## config.mk

```make
export PLATFORM = sky130hd
export DESIGN_NAME = syscall_trap_entry
export DESIGN_NICKNAME = d
export VERILOG_FILES = /design/src/rtl/trap_pkg.sv /design/src/rtl/trap_decode.sv /design/src/rtl/trap_vector.sv /design/src/rtl/state_clear.sv /design/src/rtl/syscall_trap_entry.sv
export SDC_FILE = /design/constraint.sdc
export NUM_CORES = 1
export LEC_CHECK = 0
export BUFFER_PORTS_ARGS = -buffer_cell sky130_fd_sc_hd__buf_2
export CORE_MARGIN = 2
export CORE_UTILIZATION = 45
export CTS_CLUSTER_DIAMETER = 100
export DETAILED_ROUTE_END_ITERATION = 16
export PLACE_DENSITY_LB_ADDON = 0.08
export SLEW_MARGIN = 20
export SYNTH_ARGS = -nofsm -noshare
export SYNTH_HDL_FRONTEND = slang
export SYNTH_SLANG_ARGS = --single-unit
```

## constraint.sdc

```tcl
create_clock -name clk -period 3.1 [get_ports clk]
set_input_delay 0.62 -clock clk [delete_from_list [all_inputs] [get_ports clk]]
set_output_delay 0.62 -clock clk [all_outputs]
set_load 0.02 [all_outputs]
```

## src/rtl/trap_pkg.sv

```systemverilog
package trap_pkg;

   localparam int unsigned WORD_W   = 32;
   localparam int unsigned CALL_OPC = 17;
   localparam int unsigned N_CLR    = 9;

   // State bits cleared on entry, given in MSB-first numbering:
   // wait-enable 13, ext-int 16, privilege 17, fp 18, fpexc0 20,
   // debug-wait 21, fpexc1 23, instr-space 26, data-space 27
   localparam int unsigned CLR_POS_MSB0 [N_CLR] = '{13, 16, 17, 18, 20, 21, 23, 26, 27};

   typedef enum logic [1:0] {
      WSEL_PREFIX = 2'd0,
      WSEL_OFFSET = 2'd1,
      WSEL_STATE  = 2'd2,
      WSEL_NONE   = 2'd3
   } wsel_e;

   function automatic logic bit_cleared(input int unsigned lsb0_pos, input int unsigned width);
      logic hit;
      hit = 1'b0;
      for (int k = 0; k < N_CLR; k++) begin
         if ((width - 1 - CLR_POS_MSB0[k]) == lsb0_pos) hit = 1'b1;
      end
      return hit;
   endfunction

endpackage

```

## src/rtl/trap_decode.sv

```systemverilog
module trap_decode
   import trap_pkg::*;
#(
   parameter int unsigned ILEN  = 32,
   parameter int unsigned OPC_W = 6,
   parameter int unsigned OPC   = CALL_OPC
) (
   input  logic [ILEN-1:0] instr,
   output logic            is_call,
   output logic            bad_form
);
   localparam int unsigned MARK_BIT = 1;
   localparam int unsigned RSV_HI   = ILEN - OPC_W - 1;

   if (OPC_W + 3 > ILEN) begin : g_bad_width
      $error("trap_decode: opcode field too wide for instruction length");
   end

   logic opc_hit;
   logic rsv_set;

   assign opc_hit = (instr[ILEN-1 -: OPC_W] == OPC_W'(OPC)) && instr[MARK_BIT];
   assign rsv_set = (|instr[RSV_HI:MARK_BIT+1]) | instr[0];

   assign is_call  = opc_hit & ~rsv_set;
   assign bad_form = opc_hit &  rsv_set;

endmodule

```

## src/rtl/trap_vector.sv

```systemverilog
module trap_vector #(
   parameter int unsigned XLEN   = 32,
   parameter int unsigned PFX_W  = 16,
   parameter int unsigned ZERO_W = 4
) (
   input  logic [XLEN-1:0] prefix,
   input  logic [XLEN-1:0] offset,
   output logic [XLEN-1:0] vector
);
   localparam int unsigned OFF_W = XLEN - PFX_W - ZERO_W;

   if (PFX_W + ZERO_W >= XLEN) begin : g_bad_split
      $error("trap_vector: prefix and zero fields leave no offset bits");
   end

   assign vector = {prefix[XLEN-1 -: PFX_W], offset[ZERO_W +: OFF_W], {ZERO_W{1'b0}}};

endmodule

```

## src/rtl/state_clear.sv

```systemverilog
module state_clear
   import trap_pkg::*;
#(
   parameter int unsigned XLEN = 32
) (
   input  logic [XLEN-1:0] state_in,
   output logic [XLEN-1:0] state_out
);
   if (XLEN != WORD_W) begin : g_bad_xlen
      $error("state_clear: bit map is defined for a 32-bit state word");
   end

   for (genvar b = 0; b < XLEN; b++) begin : g_bit
      if (bit_cleared(b, XLEN)) begin : g_clr
         assign state_out[b] = 1'b0;
      end else begin : g_keep
         assign state_out[b] = state_in[b];
      end
   end

endmodule

```

## src/rtl/syscall_trap_entry.sv

```systemverilog
module syscall_trap_entry
   import trap_pkg::*;
#(
   parameter int unsigned XLEN       = 32,
   parameter int unsigned ILEN       = 32,
   parameter int unsigned PFX_W      = 16,
   parameter int unsigned ZERO_W     = 4,
   parameter int unsigned INSTR_STEP = 4,
   parameter bit          SYNC_ENTRY = 1'b1
) (
   input  logic            clk,
   input  logic            rst,
   input  logic            valid,
   input  logic            commit,
   input  logic            older_done,
   input  logic [ILEN-1:0] instr,
   input  logic [XLEN-1:0] instr_addr,
   input  logic            wr_en,
   input  logic [1:0]      wr_sel,
   input  logic [XLEN-1:0] wr_data,
   output logic            flush_req,
   output logic            invalid_form,
   output logic            trap_taken,
   output logic [XLEN-1:0] pc,
   output logic [XLEN-1:0] saved_pc,
   output logic [XLEN-1:0] saved_state,
   output logic [XLEN-1:0] mstate,
   output logic [XLEN-1:0] vec_prefix,
   output logic [XLEN-1:0] vec_offset
);
   localparam logic [XLEN-1:0] STEP = XLEN'(INSTR_STEP);

   if (XLEN != WORD_W || ILEN != WORD_W) begin : g_bad_cfg
      $error("syscall_trap_entry: only 32-bit words are supported");
   end

   logic            is_call;
   logic            bad_form;
   logic            older_ok;
   logic            take;
   logic            advance;
   logic [XLEN-1:0] vector;
   logic [XLEN-1:0] state_next;
   wsel_e           sel;

   trap_decode #(.ILEN(ILEN)) u_decode (
      .instr    (instr),
      .is_call  (is_call),
      .bad_form (bad_form)
   );

   trap_vector #(.XLEN(XLEN), .PFX_W(PFX_W), .ZERO_W(ZERO_W)) u_vector (
      .prefix (vec_prefix),
      .offset (vec_offset),
      .vector (vector)
   );

   state_clear #(.XLEN(XLEN)) u_clear (
      .state_in  (mstate),
      .state_out (state_next)
   );

   if (SYNC_ENTRY) begin : g_sync
      assign older_ok = older_done;
   end else begin : g_nosync
      assign older_ok = 1'b1;
   end

   assign sel          = wsel_e'(wr_sel);
   assign flush_req    = valid & is_call;
   assign invalid_form = valid & bad_form;
   assign take         = valid & commit & older_ok & is_call;
   assign trap_taken   = take;
   assign advance      = valid & commit & ~is_call & ~bad_form;

   always_ff @(posedge clk) begin
      if (rst) begin
         pc          <= '0;
         saved_pc    <= '0;
         saved_state <= '0;
         mstate      <= '0;
         vec_prefix  <= '0;
         vec_offset  <= '0;
      end else if (take) begin
         pc          <= vector;
         saved_pc    <= instr_addr + STEP;
         saved_state <= mstate;
         mstate      <= state_next;
      end else begin
         if (advance) pc <= instr_addr + STEP;
         if (wr_en) begin
            case (sel)
               WSEL_PREFIX: vec_prefix <= wr_data;
               WSEL_OFFSET: vec_offset <= wr_data;
               WSEL_STATE:  mstate     <= wr_data;
               default:     ;
            endcase
         end
      end
   end

   // the return address is the trapping instruction's address plus one step
   p_ret_addr_r2: assert property (@(posedge clk) disable iff (rst)
      take |=> saved_pc == $past(instr_addr) + STEP);

   // the saved state is the state seen before entry
   p_save_state_r3: assert property (@(posedge clk) disable iff (rst)
      take |=> saved_state == $past(mstate));

   // the vector keeps its low zero field
   p_vec_align_r4: assert property (@(posedge clk) disable iff (rst)
      take |=> pc[ZERO_W-1:0] == '0);

   // only the listed bits may change on entry, and they end at zero
   p_clear_set_r5: assert property (@(posedge clk) disable iff (rst)
      take |=> ((mstate & 32'h0004ED30) == '0) &&
               ((mstate & ~32'h0004ED30) == ($past(mstate) & ~32'h0004ED30)));

   // no entry while older work is outstanding
   p_wait_older_r6: assert property (@(posedge clk) disable iff (rst)
      (SYNC_ENTRY && !older_done) |-> !trap_taken);

   // a malformed call neither traps nor flushes
   p_bad_no_trap_r7: assert property (@(posedge clk) disable iff (rst)
      invalid_form |-> (!trap_taken && !flush_req));

   // a write cycle that traps leaves the vector registers alone
   p_trap_wins_r10: assert property (@(posedge clk) disable iff (rst)
      (take && wr_en) |=> ($stable(vec_prefix) && $stable(vec_offset)));

endmodule

```

# Word-level counts from Yosys, hierarchy flattened
# Cells that the tools add are included.
[classes]
add_sub_neg = 1
eq_ne = 3
n_mux = 2
bitwise = 14
reduce_logical = 9
[ops]
columns = ["operator", "n"]
rows = [
  ["32-bit 2-to-1 mux", 2],
  ["32-bit by 3-bit adder with 32-bit output, second input constant", 1],
  ["24-bit OR reduction", 1],
  ["1-bit AND", 9],
  ["3-bit AND reduction", 3],
  ["6-bit by 5-bit == test with 1-bit output, second input constant", 1],
  ["1-bit inverter", 4],
  ["2-bit by 1-bit == test with 1-bit output, second input constant", 1],
  ["2-bit == test, second input constant", 1],
  ["2-bit zero test", 1],
  ["2-bit AND reduction", 1],
  ["2-bit nonzero test", 1],
  ["2-bit OR reduction", 1],
  ["1-bit logical AND", 1],
  ["1-bit bitwise OR", 1],
]
[totals]
ff_bits = 192
input_bits = 104
output_inout_bits = 195
wordCells = 37

# Logic depth before layout (Yosys ltp)
[logic_depth]
depth_word = 9
ltp_mapped = 8
mapped_depth_nobuf = 6

# Cells and area by module
# A second synthesis with hierarchy kept.
[unflattened]
cells_unflattened = 990
hier_area_um2 = 8388.0
[by_module_without_submodules]
columns = ["mod", "n_inst", "cells_each", "area_per_inst_um2", "seq_area_each_um2"]
rows = [
  ["syscall_trap_entry", 1, 910, 7792.5, 3843.7],
  ["state_clear", 1, 33, 244.0, 0.0],
  ["trap_vector", 1, 33, 244.0, 0.0],
  ["trap_decode", 1, 14, 107.6, 0.0],
]

# Least setup slack after synthesis
# Ideal clock, no wire load.
[synth_timing]
path_type = "in2out"
from = "input port instr[6]"
to = "output port trap_taken"
t_arrival_ns = 2.072
required_time_ns = 2.480
path_slack_ns = 0.408
cell_stages = 6
path_buffers = 2
cell_sequence = "nor4_2 nand4_4 or3_4 clkinv_2 buf_12 buf_2"
[synth_between]
elab_chain_len = 5
[synth_rtl]
columns = ["item", "line", "text"]
rows = [
  ["start: declaration", "syscall_trap_entry.sv:16", "input logic [ILEN-1:0] instr,"],
  ["24-bit OR reduction", "trap_decode.sv:23", "assign rsv_set = (|instr[RSV_HI:MARK_BIT+1]) | instr[0];"],
  ["1-bit bitwise OR", "trap_decode.sv:23", ""],
  ["1-bit inverter", "trap_decode.sv:25", "assign is_call = opc_hit & ~rsv_set;"],
  ["1-bit AND", "trap_decode.sv:25", ""],
  ["1-bit AND", "syscall_trap_entry.sv:72", "assign take = valid & commit & older_ok & is_call;"],
  ["end: declaration", "syscall_trap_entry.sv:23", "output logic trap_taken,"],
]
# Every way passes these cells.

# Final worst setup path
# Same ends and word-level chain as after synthesis.

==> reports/qor.yml <==
status: "finished clean"
setup_violations: 0
hpwl_um: 17300
viasPerCell: 5.18
cts_buffer_depth: 2
clk_pin_slew_ns: 0.07
irDropWorstVdd_v: 0.000393
r2r_cells: 3
wl_per_cell_um: 17.4
startpoint: "instr[6]"
fin_crit_sh: 0.890
max-slew-margin-rel: 0.446
leakagePower_nw: 4.84
tns_ns: 0
design.core.area_um2: 17100
port_buffers: 298
ios: 299
cts_made_buffers: 17
rows: 48
cp_common_cell: "buf_2"
grt_max_degree: 168
cts.repair.resized: 0
finalHoldViolations: 0
insertion_delay_ns: 0.42
nets: 1228
worst_ep_required_time_ns: 2.48
htree_num_levels: 4
postRouteAntennaNets: 0
synth_edf_count: 0
powerDensity_nw_per_um2: 512
finalMaxSlewViolations: 0
yosys.area.top_type: "dfxtp_1"
place_area_um2: 9450
min_path_cells: 3
syn_area_per_cell_um2: 9.25
cts_root_buf: "clkbuf_16"
async_flop_share: 0
fin_hold_ws_ns: 0.444
cts_setup_buffers: 0
synth.top_cell.area_share: 0.492
synth_nets: 950
max_freq_mhz: 363
postCtsHoldBufs: 0
synth_area_um2: 7820
synth_common_cells: "192 x dfxtp_1, 130 x nor2_1, 121 x nand2_1, 90 x mux2i_1, 57 x a21oi_1"
ys.flop_type: "dfxtp_1"
drc: 0
synth-seq-cells: 192
crit_arrival_ns: 2.14
grt_pass1_vias: 6377
multiInputGateArea_um2: 3580
grt_antenna_before_repair: 2
finalClockSkew_ns: 0.00644
slowest_delay_ns: 0.47
crit_buf_inv: 3
grt_pass1_wl_um: 35700
rr_startpoint: "pc[30]"
yosys_warnings: 0
start_util: 0.457
place_congestion: 0.890
synthTopCellsByArea: "dfxtp_1 49%, mux2i_1 12%, nor2_1 6.2%"
rsz0062_at_grt: "no"
dr.first_iter.drc_count: 399
cts_tree: "done"
via_count: 7056
synth_cell_types: 52
filler_cell_count: 1611
die_w_um: 136
cts_num_sinks: 192
r2r_slack_ns: 2.01
grt_usage: 0.251
finalPower_mw: 5.12
seqCellArea_um2: 3840
drive_above_1_share: 0.323
path_cells: "buf_2 > nor4_2 > nand4_4 > or3_4 > clkinv_2 > buf_2"
critPathMaxFanout: 7
dr.pass1.iters: 5
hp-start: "instr_addr[0]"
worstSetupPathDepth: 6
post-route-min-period_ns: 2.76
synthToLayoutAreaGrowth_pct: 27.8
worstSetupEndpointType: "primary output"
crit_slowest_cell: "or3_4"
crit_type: "in2out"
worstHoldPathType: "in2reg"
tightest_slew_ns: 0.831
die_h_um: 136
syn_inst: 845
drt_wl_total_um: 23700
die-area_um2: 18400
synth.most_common_cell: "dfxtp_1"
overflow: 0
ys_seq_area_frac: 0.492
finalInstanceArea_um2: 9990
cap_violations: 0
crit_family: "simple AND/OR/NAND/NOR gates"
crit_path_start_kind: "input port"
[metal layers]
| layer | wire length [um] | GRT usage | vias to the layer above |
|---|---|---|---|
| li1 | - | - | 3487 |
| met1 | 10600 | 0.335 | 3290 |
| met2 | 10900 | 0.395 | 243 |
| met3 | 1730 | 0.0649 | 34 |
| met4 | 565 | 0.0851 | 2 |
| met5 | 15 | 0 | - |
[sequential cells by signal (all words and copies together), names as in the netlist]
| signal | flops |
|---|---|
| saved_pc | 32 |
| mstate | 32 |
| vec_offset | 32 |
| saved_state | 32 |
| vec_prefix | 32 |
| pc | 32 |
[power breakdown]
group / switching, mW / leakage, nW / internal [mW]
registers: 0.0444 / 1.56 / 2.53
clock network: 0.985 / 0.257 / 1.04
logic: 0.325 / 3.03 / 0.195
total: 1.35 / 4.84 / 3.77
[final timing paths]
path                          end
setup / recovery       trap_taken
hold / removal        saved_pc[0]
setup reg to reg           pc[30]
hold reg to reg   saved_state[18]
[stage by stage]
stage / util / cells / worst slack, ns
after floorplan: - / 845 / 0.408
after global placement: 0.552 / 1329 / 0.368
final: 0.584 / 1362 / 0.342
after CTS: 0.584 / 1361 / 0.308
after detailed placement: 0.552 / 1329 / 0.282
after global routing: 0.584 / 1362 / 0.259
[final cells by class]
cell class,count,share of cell area
Antenna cell,1,0.000250
Sequential cell,192,0.385
Tap cell,225,0.0282
Timing Repair Buffer,316,0.170
Clock inverter,13,0.0106
Clock buffer,19,0.0433
Inverter,12,0.00463
Multi-Input combinational cell,584,0.359
[worst reg2reg max path, stage by stage (launching register included)]
cell and delay (ns):
dfxtp_1 0.30, nor2b_1 0.12, mux2_1 0.32, o31a_1 0.24
[cells in the final DEF, fill, tap and decap left out, types with 3 or more instances in the layout]
cell type and instances:
a211oi_1 25, a21oi_1 56, a22oi_1 8, a31oi_1 4, and2_1 4, and4_1 4
buf_12 5, buf_2 297, buf_4 13, clkbuf_16 17, clkinv_2 4, clkinvlp_4 3
dfxtp_1 192, inv_1 9, inv_6 4, mux2i_1 90, nand2_1 121, nand2b_1 7
nand3_1 23, nand3b_1 3, nand4_1 11, nor2_1 130, nor3_1 15, nor4_1 7
nor4_2 3, o221ai_1 12, o31ai_4 3, o32a_1 5, xnor2_1 15, xor2_1 11
[cell families after synthesis]
group	count (synthesis)	share of synthesized area
AND/OR/NAND/NOR	345	0.204
XOR/XNOR	26	0.0291
AO/OA/AOI/OAI	121	0.107
multiplexers	91	0.117
flip-flops	192	0.492
adder cells (fa/ha/maj)	1	0.00160
buffers and inverters	69	0.0509
(Power assumes the default switching activity.)
